## src/rtl/dtmr_pkg.sv

```systemverilog
package dtmr_pkg;

  typedef enum logic [1:0] {
    ACT_HOLD  = 2'd0,
    ACT_LOAD  = 2'd1,
    ACT_CLEAR = 2'd2,
    ACT_STEP  = 2'd3
  } dtmr_action_e;

  // Priority: no strobe holds, then load, then clear on run low, else step.
  function automatic dtmr_action_e pick_action(input logic tick,
                                               input logic load,
                                               input logic run);
    if (!tick)      return ACT_HOLD;
    else if (load)  return ACT_LOAD;
    else if (!run)  return ACT_CLEAR;
    else            return ACT_STEP;
  endfunction

endpackage

```

## src/rtl/dtmr_edge_detect.sv

```systemverilog
module dtmr_edge_detect (
  input  logic clk,
  input  logic rst,
  input  logic tick,
  input  logic level,
  output logic rise
);

  logic level_prev;

  // Level is remembered only on strobes, so edges are seen per strobe.
  always_ff @(posedge clk) begin
    if (rst)       level_prev <= 1'b0;
    else if (tick) level_prev <= level;
  end

  assign rise = tick & level & ~level_prev;

endmodule

```

## src/rtl/dtmr_value_reg.sv

```systemverilog
module dtmr_value_reg
  import dtmr_pkg::*;
#(
  parameter int WIDTH = 16
) (
  input  logic             clk,
  input  logic             rst,
  input  dtmr_action_e     action,
  input  logic [WIDTH-1:0] start_val,
  input  logic [WIDTH-1:0] step,
  output logic [WIDTH-1:0] value,
  output logic             nonzero
);

  localparam logic [WIDTH-1:0] ZERO = '0;

  function automatic logic [WIDTH-1:0] sat_down(input logic [WIDTH-1:0] cur,
                                                input logic [WIDTH-1:0] dec);
    if (cur >= dec) return cur - dec;
    else            return ZERO;
  endfunction

  logic [WIDTH-1:0] value_nxt;

  always_comb begin
    unique case (action)
      ACT_LOAD:  value_nxt = start_val;
      ACT_CLEAR: value_nxt = ZERO;
      ACT_STEP:  value_nxt = sat_down(value, step);
      default:   value_nxt = value;
    endcase
  end

  always_ff @(posedge clk) begin
    if (rst) begin
      value   <= ZERO;
      nonzero <= 1'b0;
    end else if (action != ACT_HOLD) begin
      value   <= value_nxt;
      nonzero <= (value_nxt != ZERO);
    end
  end

endmodule

```

## src/rtl/dtmr_timer.sv

```systemverilog
module dtmr_timer
  import dtmr_pkg::*;
#(
  parameter int WIDTH = 16
) (
  input  logic             clk,
  input  logic             rst,
  input  logic             tick,
  input  logic             run,
  input  logic             load_req,
  input  logic [WIDTH-1:0] start_val,
  input  logic [WIDTH-1:0] step,
  output logic [WIDTH-1:0] count,
  output logic             busy
);

  logic         edge_load;
  logic         any_load;
  dtmr_action_e action;

  dtmr_edge_detect u_edge (
    .clk   (clk),
    .rst   (rst),
    .tick  (tick),
    .level (run),
    .rise  (edge_load)
  );

  assign any_load = edge_load | (tick & load_req);
  assign action   = pick_action(tick, any_load, run);

  dtmr_value_reg #(.WIDTH(WIDTH)) u_val (
    .clk       (clk),
    .rst       (rst),
    .action    (action),
    .start_val (start_val),
    .step      (step),
    .value     (count),
    .nonzero   (busy)
  );

endmodule

```

## config.mk

```make
export PLATFORM = sky130hd
export DESIGN_NAME = dtmr_timer
export DESIGN_NICKNAME = d
export VERILOG_FILES = /design/src/rtl/dtmr_pkg.sv /design/src/rtl/dtmr_edge_detect.sv /design/src/rtl/dtmr_value_reg.sv /design/src/rtl/dtmr_timer.sv
export SDC_FILE = /design/constraint.sdc
export NUM_CORES = 1
export LEC_CHECK = 0
export BUFFER_PORTS_ARGS = -buffer_cell sky130_fd_sc_hd__buf_2
export CAP_MARGIN = 0
export CORE_MARGIN = 2
export CORE_UTILIZATION = 58
export CTS_BUF_LIST = sky130_fd_sc_hd__clkbuf_8 sky130_fd_sc_hd__clkbuf_16
export DETAILED_ROUTE_END_ITERATION = 10
export PLACE_DENSITY = 0.87
export RECOVER_POWER = 50
export SLEW_MARGIN = 20
export SYNTH_ARGS = -nofsm -noshare
export SYNTH_HDL_FRONTEND = slang
export SYNTH_HIERARCHICAL = 1
export SYNTH_SLANG_ARGS = --single-unit
```

## constraint.sdc

```tcl
create_clock -name clk -period 8.1 [get_ports clk]
set_input_delay 0 -clock clk [delete_from_list [all_inputs] [get_ports clk]]
set_output_delay 0 -clock clk [all_outputs]
set_load 0.02 [all_outputs]
```

; ---- Word-level counts from Yosys, hierarchy flattened
; Cells that the tools add are included.
; Widths: inputs -> output; s select.
[totals]
regBits = 18
output_inout_bits = 17
word_cells = 20
inputBits = 37
[classes]
magnitude_cmp = 1
muxes = 5
bitwise_logic = 5
eq_ne = 3
n_reduce_logical = 2
n_addsub = 1
[op_table]
columns = cell, count
row1 = $pmux 16 s3, 1
row2 = $ge 16x16->1, 1
row3 = $mux 16, 1
row4 = $reduce_bool 16->1, 1
row5 = $sub 16x16->16, 1
row6 = $eq 2x2->1 const B, 2
row7 = $mux 2, 2
row8 = $and 1x1->1, 3
row9 = $eq 2x1->1 const B, 1
row10 = $reduce_bool 2->1, 1
row11 = $mux 1, 1
row12 = $not 1->1, 1
row13 = $or 1x1->1, 1

; ---- Logic depth before layout (Yosys ltp)
; Gate-level depths: netlist of the first run.
[logic_depth]
depth_word = 8
depth_mapped = 11
depth_no_buf = 11

; ---- By module
; Netlist of the first run, hierarchy kept.
[by_module_without_submodules]
columns = module, cells_each, seq_area_each_um2, n_inst, area_each_um2
row1 = dtmr_value_reg, 270, 340.3, 1, 1985.7
row2 = dtmr_edge_detect, 5, 20.0, 1, 42.5
row3 = dtmr_timer, 2, 0.0, 1, 16.3

; ---- Worst setup path after synthesis of the first run
; OpenSTA, ideal clock, no wires.
[synth_path]
kind = flip-flop to flip-flop
startpoint = register u_val.value[0]
endpoint = register u_val.nonzero
path_slack_ns = 5.245
required_time_ns = 7.973
setup_ns = 0.127
path_stages_with_launch = 12
n_path_buf = 0
arrival_ns = 2.728
path_cell_list = dfxtp_1 inv_1 ha_1 fa_1 nand2b_1 a211oi_2 o21a_1 o311ai_1 a31oi_1 o221a_2 a41oi_1 or3_1
[synth_via]
elab_chain_len = 4
word_cells_on_any_way = 5
classes_between = add/sub: 1 / order compare: 1 / mux: 2 / reduce/logical: 1
[synth_rtl]
columns = element, line
row1 = start: declaration, dtmr_value_reg.sv:11  ; output logic [WIDTH-1:0] value,
row2 = start signal: assignment, dtmr_value_reg.sv:39  ; value <= value_nxt;
row3 = $sub 16x16->16 / $ge 16x16->1 (equally long branches), dtmr_value_reg.sv:19  ; if (cur >= dec) return cur - dec;
row4 = $mux 16, dtmr_value_reg.sv:19
row5 = $pmux 16 s3 (*), dtmr_value_reg.sv:26  ; unique case (action)
row6 = $reduce_bool 16->1 (*), dtmr_value_reg.sv:40  ; nonzero <= (value_nxt != ZERO);
row7 = end signal: assignment, dtmr_value_reg.sv:40
row8 = end: declaration, dtmr_value_reg.sv:12  ; output logic nonzero
; Every way passes the cells marked *; elsewhere a longest branch is shown, timed or not.
; A chain may end at the register's enable or synchronous reset.

; ---- Final worst setup path of the first run
; Same ends and word-level chain as after synthesis.

==> summary.md, run 1 <==
| Metric | Value |
|---|---|
| Port buffer count | 53 |
| CTS tree | done |
| Post-synthesis adder-cell area fraction | 0.1077 |
| Worst endpoint data arrival time | 3.55 ns |
| Routed WL | 5.429 mm |
| Root buffer cell | clkbuf_8 |
| Max Cap Viol | 0 |
| Startpoint types | flip-flop |
| Hold-fix buffers at CTS | 0 |
| Worst Setup End Kind | flip-flop |
| Slowest cell on the critical path | a21boi_2 |
| Sequential share of power | 0.329 |
| # nets final | 379 |
| Highest Clock Rate | 298.6 MHz |
| Number of fill cells | 312 |
| PD cells | 127.9 nW/µm² |
| Rel. slew slack | 0.4763 |
| Total CTS buffers | 3 |
| Status | finished, final reports clean |
| Grt ovf | 0 |
| Crit Path Category | flip-flop to flip-flop |
| # setup viols final | 0 |
| Initial Util | 0.6079 |
| Maximum vdd drop | 0.05844 mV |
| DR pass1 iterations | 5 |
| Unique cell type count in the Yosys netlist | 60 |
| Die width | 63.37 µm |
| Number of enable flip-flop cells after synthesis | 0 |
| Int Power | 0.0001894 W |
| Switching Share | 0.3755 |
| Psw | 0.0001139 W |
| Mean Syn Cell Area | 7.381 µm² |
| Crit-path cells | inv_1 -> ha_1 -> fa_1 -> nand2b_1 -> a211oi_2 -> o211ai_1 -> a21boi_2 -> nand2_1 -> o221a_2 -> a41oi_1 -> or3_1 |
| Top-count cell post-synth | nor2_1 |
| Vias/cell | 6.008 |
| Post-Synth XOR/XNOR Area | 0.04284 |
| Synth top area share | 0.1763 |
| Max FO, Critical Path | 19 |
| Register area | 360.3 µm² |
| GRT Resource Usage Total | 0.2789 |
| Asr flop ratio synth | 0 |
| Full die area | 4016 µm² |
| Post-Synth Simple-Gate Area | 0.2772 |
| Post-DP HPWL | 4.248 mm |
| # IOs | 54 |
| Final slew viol count | 0 |
| Synth Area in Compound Gates | 0.2448 |
| Hold Vio Cnt, Final | 0 |
| Area Overhead vs Synth | 15.97% |
| Post-Place Cell Area | 2340 µm² |
| Dpl ws | 4.857 ns |
| Layout cells sized above 1 | 0.1759 |
| Mux cell area share after synthesis | 0.07466 |
| FF+latch count, synth | 18 |
| First DRT Iteration DRCs | 204 |
| CTS clk-pin slew, worst paths | 0.07 ns |
| Vias in the first global route | 1992 |
| Minimum clock period | 3.348 ns |
| Post-CTS Repair Setup Buffers | 0 |
| Number of cell rows | 21 |
| Clock Tree Buf Depth | 2 |
| Clock sink count | 18 |
| Leak Pwr | 1.080 nW |
| Cell accounting for the most synthesized area | dfxtp_1 |
| Final period utilization | 0.4134 |
| Worst setup margin | 4.752 ns |
| Largest net degree at the start of global routing | 32 |
| Commonest cells in the synthesized netlist | 42 x nor2_1, 28 x inv_1, 18 x dfxtp_1 |
| Worst-Skew Late Latency | 0.25 ns |
| Syn_nets | 331 |
| Mapped Cells | 277 |
| Worst-margin pin slew | 0.7810 ns |
| N_diodes | 0 |
| Initial antenna violation count | 0 |
| H-tree Lvls | 1 |
| Design Area, Final | 2371 µm² |
| Max incr delay on CP | 0.65 ns |
| Clock skew | 0.0005717 ns |
| Synth warnings | 6 |
| Hold/Removal Path Class | primary input to flip-flop |
| Total core area | 3363 µm² |
| First-pass GRT wire length | 9.128 mm |
| Antenna Violating Nets Remaining | 0 |
| CTS resizes | 0 |
| Synth area leaders | dfxtp_1 18%, ha_1 9.8%, nor2_1 7.7%, mux2i_1 6.4%, inv_1 5.1% |
| GP Congestion | 0.8929 |
| Largest family of logic cells by synthesized area | simple AND/OR/NAND/NOR gates |
| Vias | 2223 |
| Design Power | 0.0003034 W |
| Die height | 63.37 µm |
| Comb power frac | 0.427 |
| RSZ-0062 raised after global routing | no |
| Top FF cell, synth | dfxtp_1 |
| Clock power share | 0.243 |
| DR WL/cell | 14.67 µm |
| Area taken by multi-input logic gates | 1529 µm² |
| Reg2Reg Setup Slack | 4.75 ns |
| Setup TNS | 0 ns |
| Worst path required time | 8.30 ns |
| Register area share after synthesis | 0.1763 |
| Synthesized cell area | 2044 µm² |
| Drt drc | 0 |
-- power groups by stage --
stage	Clock, W	Sequential, W	Combinational (W)
floorplan	0	0.000106	0.0000888
global placement	0	0.000101	0.000125
detailed placement	0	0.000102	0.000128
finish	0.0000737	0.0000999	0.000130
CTS	0.0000744	0.0000998	0.000129
global route	0.0000805	0.000101	0.000143
-- worst max-delay path, delay by kind of cell, from the launching register on --
kind	cells	cell delay (ns)
buffers and inverters	1	0.06
flip-flops	1	0.38
AND/OR/NAND/NOR	3	0.56
adder cells (fa/ha/maj)	2	0.63
AO/OA/AOI/OAI	5	1.66
-- layout make-up --
class,count,area share
multi-input combinational,218,0.6449
clock buffer,4,0.02322
timing repair buffer,55,0.1098
tap,46,0.02427
sequential,18,0.1520
inverter,29,0.04591
-- kinds of logic (layout without fill, tap and decap cells) --
logic type | count (synthesis) | count (layout)
DFF | 18 | 18
muxes | 15 | 15
xor gates and xnor gates | 10 | 10
adders and majority gates | 17 | 17
buffers and inverters | 41 | 88
AOI/OAI and AO/OA | 68 | 68
and+or+nand+nor | 108 | 108
-- state kept, by name (all words and copies together) (netlist names) --
| register | count |
|---|---|
| u_val/nonzero | 1 |
| u_edge/level_prev | 1 |
| u_val/value | 16 |
-- routing by layer --
metal	routed length, µm	track usage	vias up
met5	0	0	-
met4	93	0.1060	0
met3	463	0.02143	12
met2	2402	0.4237	102
met1	2470	0.4083	1006
li1	-	-	1103
-- layout by cell type (no fill, tap or decap), types with 2 or more instances in the layout --
master and n:
mux2i_1 13, nand3_1 3, o21ai_0 6, nor2b_1 6, buf_4 2, nand3b_1 4, a2111oi_0 3, clkbuf_8 4
nor2_1 42, a21oi_1 18, nor3_1 12, ha_1 16, nand4_1 3, buf_2 37, nand2b_1 4, inv_1 28
or3_1 2, a21o_1 2, and3_1 4, o22a_1 2, a31oi_1 11, xor2_1 3, clkbuf_1 16, a311oi_1 2
a211oi_1 2, nor4_1 4, and2b_1 2, mux2_2 2, dfxtp_1 18, nand2_1 12, o21a_1 3, a221oi_1 2
o21ai_1 2, xnor2_1 7
-- final timing paths --
kind                                   startpoint                end  cells after the start
worst max-delay path               u_val/value[0]      u_val/nonzero                     11
worst min-delay path                          run  u_edge/level_prev                      3
worst max register to register     u_val/value[0]      u_val/nonzero                     11
worst min register to register  u_edge/level_prev  u_edge/level_prev                      2
-- per-stage QoR --
step                      hold slack, ns  std cells    util
after global routing             0.04582        370  0.7050
final                            0.04197        370  0.7050
after CTS                        0.03359        370  0.7121
after detailed placement          0.3028        366  0.6957
after global placement            0.2882        366  0.6957
after floorplan                  0.06244        277       -
(Power assumes the default switching activity.)
==> inputs of run 2 (changes only) <==
ABC_AREA = 1   (was not set)
CORE_UTILIZATION = 49   (was 58)
PLACE_DENSITY = 0.78   (was 0.87)
clock period = 2.8 ns   (was 8.1 ns; I/O delays follow)
==> summary.md, run 2 <==
| Metric | Value |
|---|---|
| RSZ-0062 raised after global routing | no |
| Antenna Violating Nets Remaining | 0 (unchanged) |
| CTS clk-pin slew, worst paths | 0.07 ns (about the same) |
| Root buffer cell | clkbuf_8 |
| Worst-margin pin slew | 0.7366 ns (-0.04441 ns) |
| Dpl ws | 0.5165 ns (-4.340 ns) |
| Final slew viol count | 0 (unchanged) |
| Clock skew | 0.001199 ns (+0.0006271 ns) |
| H-tree Lvls | 1 (unchanged) |
| Post-DP HPWL | 4.509 mm (+6.1%) |
| Full die area | 4743 µm² (+18%) |
| # IOs | 54 (unchanged) |
| Mean Syn Cell Area | 5.728 µm² (-22%) |
| # nets final | 469 (+24%) |
| N_diodes | 0 (unchanged) |
| CTS resizes | 0 (unchanged) |
| Vias/cell | 5.071 (-16%) |
| Synthesized cell area | 2062 µm² (+0.86%) |
| DR pass1 iterations | 4 (-1) |
| Mapped Cells | 360 (+30%) |
| Non-filler cells, final | 464 (+25%) |
| GRT Resource Usage Total | 0.2531 (-0.02587) |
| Post-Place Cell Area | 2382 µm² (+1.8%) |
| Final core occ | 0.5991 (-0.1059) |
| Largest net degree at the start of global routing | 18 (-44%) |
| Initial Util | 0.5118 (-0.09609) |
| Worst setup margin | 0.4149 ns (-4.337 ns) |
| Commonest non-fill, non-tap cell in the layout | nand2_1 |
| CTS tree | done |
| # setup viols final | 0 (unchanged) |
| Hold/Removal Path Class | primary input to flip-flop |
| PD cells | 360.5 nW/µm² (+180%) |
| Number of cell rows | 23 (+9.5%) |
| Post-CTS Repair Setup Buffers | 0 (unchanged) |
| Setup TNS | 0 ns (unchanged) |
| Leak Pwr | 1.415 nW (+31%) |
| Crit Path Category | flip-flop to flip-flop |
| Max reg flops | 16 (unchanged) |
| Port buffer count | 53 (unchanged) |
| Vias | 2353 (+5.8%) |
| Die height | 68.87 µm (+8.7%) |
| First-pass GRT wire length | 9.197 mm (+0.76%) |
| Total core area | 4029 µm² (+20%) |
| Number of enable flip-flop cells after synthesis | 0 (unchanged) |
| GP Congestion | 0.9127 (+2.2%) |
| FF+latch count, synth | 18 (unchanged) |
| Layout cells sized above 1 | 0.1594 (-0.01651) |
| Design Area, Final | 2414 µm² (+1.8%) |
| Maximum vdd drop | 0.3017 mV (+420%) |
| Worst endpoint data arrival time | 2.53 ns (-1.02 ns) |
| Clock sink count | 18 (unchanged) |
| Dpl cells | 460 (+26%) |
| Startpoint types | flip-flop |
| Top Registers | u_val/value x16, u_edge/level_prev x1, u_val/nonzero x1 |
| Worst path required time | 2.94 ns (-5.36 ns) |
| Highest Clock Rate | 419.3 MHz (+40%) |
| Clock Tree Buf Depth | 2 (unchanged) |
| Asr flop ratio synth | 0 (unchanged) |
| Most frequent cells in the layout | 123 x nand2_1, 65 x inv_1, 37 x buf_2, 35 x nor2_1, 33 x nand3_1 |
| Hold-fix buffers at CTS | 0 (unchanged) |
| Unique cell type count in the Yosys netlist | 30 (-50%) |
| Top FF cell, synth | dfxtp_1 |
| Top-count cell post-synth | nand2_1 |
| Max FO, Critical Path | 3 (-16) |
| Synth area leaders | nand2_1 22%, dfxtp_1 17%, inv_1 12%, ha_1 9.7%, nand3_1 8.0% |
| Synth warnings | 6 (unchanged) |
| Area Overhead vs Synth | 17.05% |
| Max Cap Viol | 0 (unchanged) |
| Worst-Skew Late Latency | 0.25 ns (about the same) |
| Minimum clock period | 2.385 ns (-0.9634 ns) |
| Commonest cells in the synthesized netlist | 123 x nand2_1, 65 x inv_1, 35 x nor2_1 |
| Hold Vio Cnt, Final | 0 (unchanged) |
| Syn_nets | 414 (+25%) |
| Grt ovf | 0 (unchanged) |
| Total CTS buffers | 3 (unchanged) |
| Reg with most FFs | u_val/value |
| Number of fill cells | 428 (+37%) |
| Routed WL | 5.518 mm (+1.6%) |
| Final period utilization | 0.8518 (+0.4384) |
| Cell accounting for the most synthesized area | nand2_1 |
| Initial antenna violation count | 0 (unchanged) |
| Rel. slew slack | 0.5071 (+0.03084) |
| Register area share after synthesis | 0.1748 (-0.001497) |
| Status | finished, final reports clean |
| Synth top area share | 0.2239 (+0.04765) |
| Die width | 68.87 µm (+8.7%) |
| Worst Setup End Kind | flip-flop |
| DR WL/cell | 11.89 µm (-19%) |
| First DRT Iteration DRCs | 132 (-35%) |
| Vias in the first global route | 2119 (+6.4%) |
| Drt drc | 0 (unchanged) |
## run 2: logic make-up (layout without fill, tap and decap cells)
kind of cell               after synthesis  in the layout  share of synthesized area
adders and majority gates               17             17                     0.1068
buffers and inverters                   74            128                     0.1353
and+or+nand+nor                        210            210                     0.4466
xor gates and xnor gates                 7              7                    0.02973
AOI/OAI and AO/OA                       34             34                     0.1068
DFF                                     18             18                     0.1748
## run 2: layout make-up
| cell class | instances | area [µm²] | area share |
|---|---|---|---|
| Sequential cell | 18 | 360.3 | 0.1493 |
| Multi-Input combinational cell | 268 | 1419 | 0.5879 |
| Tap cell | 50 | 62.56 | 0.02592 |
| Clock buffer | 4 | 55.05 | 0.02281 |
| Inverter | 70 | 264.0 | 0.1094 |
| Timing Repair Buffer | 54 | 252.7 | 0.1047 |
## run 2: path summary, 6_finish.rpt
| check | startpoint | to | slack [ns] | cells past startpoint |
|---|---|---|---|---|
| setup / recovery | u_val/value[0] | u_val/nonzero | 0.41 | 17 |
| hold / removal | run | u_edge/level_prev | 0.04 | 3 |
| setup reg to reg | u_val/value[0] | u_val/nonzero | 0.41 | 17 |
| hold reg to reg | u_edge/level_prev | u_edge/level_prev | 0.47 | 2 |
## run 2: critical path, stage by stage, from the launching register on
cell and delay [ns]:
dfxtp_1 0.33, inv_1 0.07, ha_1 0.23, fa_1 0.41
inv_1 0.09, nand2_1 0.07, a21oi_2 0.20, nand2_1 0.11
nand3_1 0.08, nand2_1 0.05, nand2_1 0.06, inv_1 0.04
nand2_1 0.08, nand3_1 0.09, nor2_1 0.10, nand3_1 0.07
nor2_1 0.12, a21oi_1 0.08
## run 2: where the power goes
| group | switching, W | internal, W |
|---|---|---|
| logic | 0.000237 | 0.000131 |
| registers | 0.0000177 | 0.000273 |
| clock network | 0.0000867 | 0.000125 |
## run 2: routing by layer
layer / up-vias / track usage / share of wire
li1: 1229 / - / -
met1: 1053 / 0.3528 / 0.48
met2: 67 / 0.4315 / 0.46
met3: 4 / 0.009740 / 0.047
met4: 0 / 0.05882 / 0.0074
met5: - / 0 / 0
## run 2: stage by stage
stage	hold slack, ns	power [W]
6_report	0.03951	0.0008702
3_5_place_dp	0.3068	0.0006574
2_1_floorplan	0.06244	0.0005554
4_1_cts	0.03671	0.0008721
3_3_place_gp	0.3004	0.0006573
5_1_grt	0.04453	0.0009340
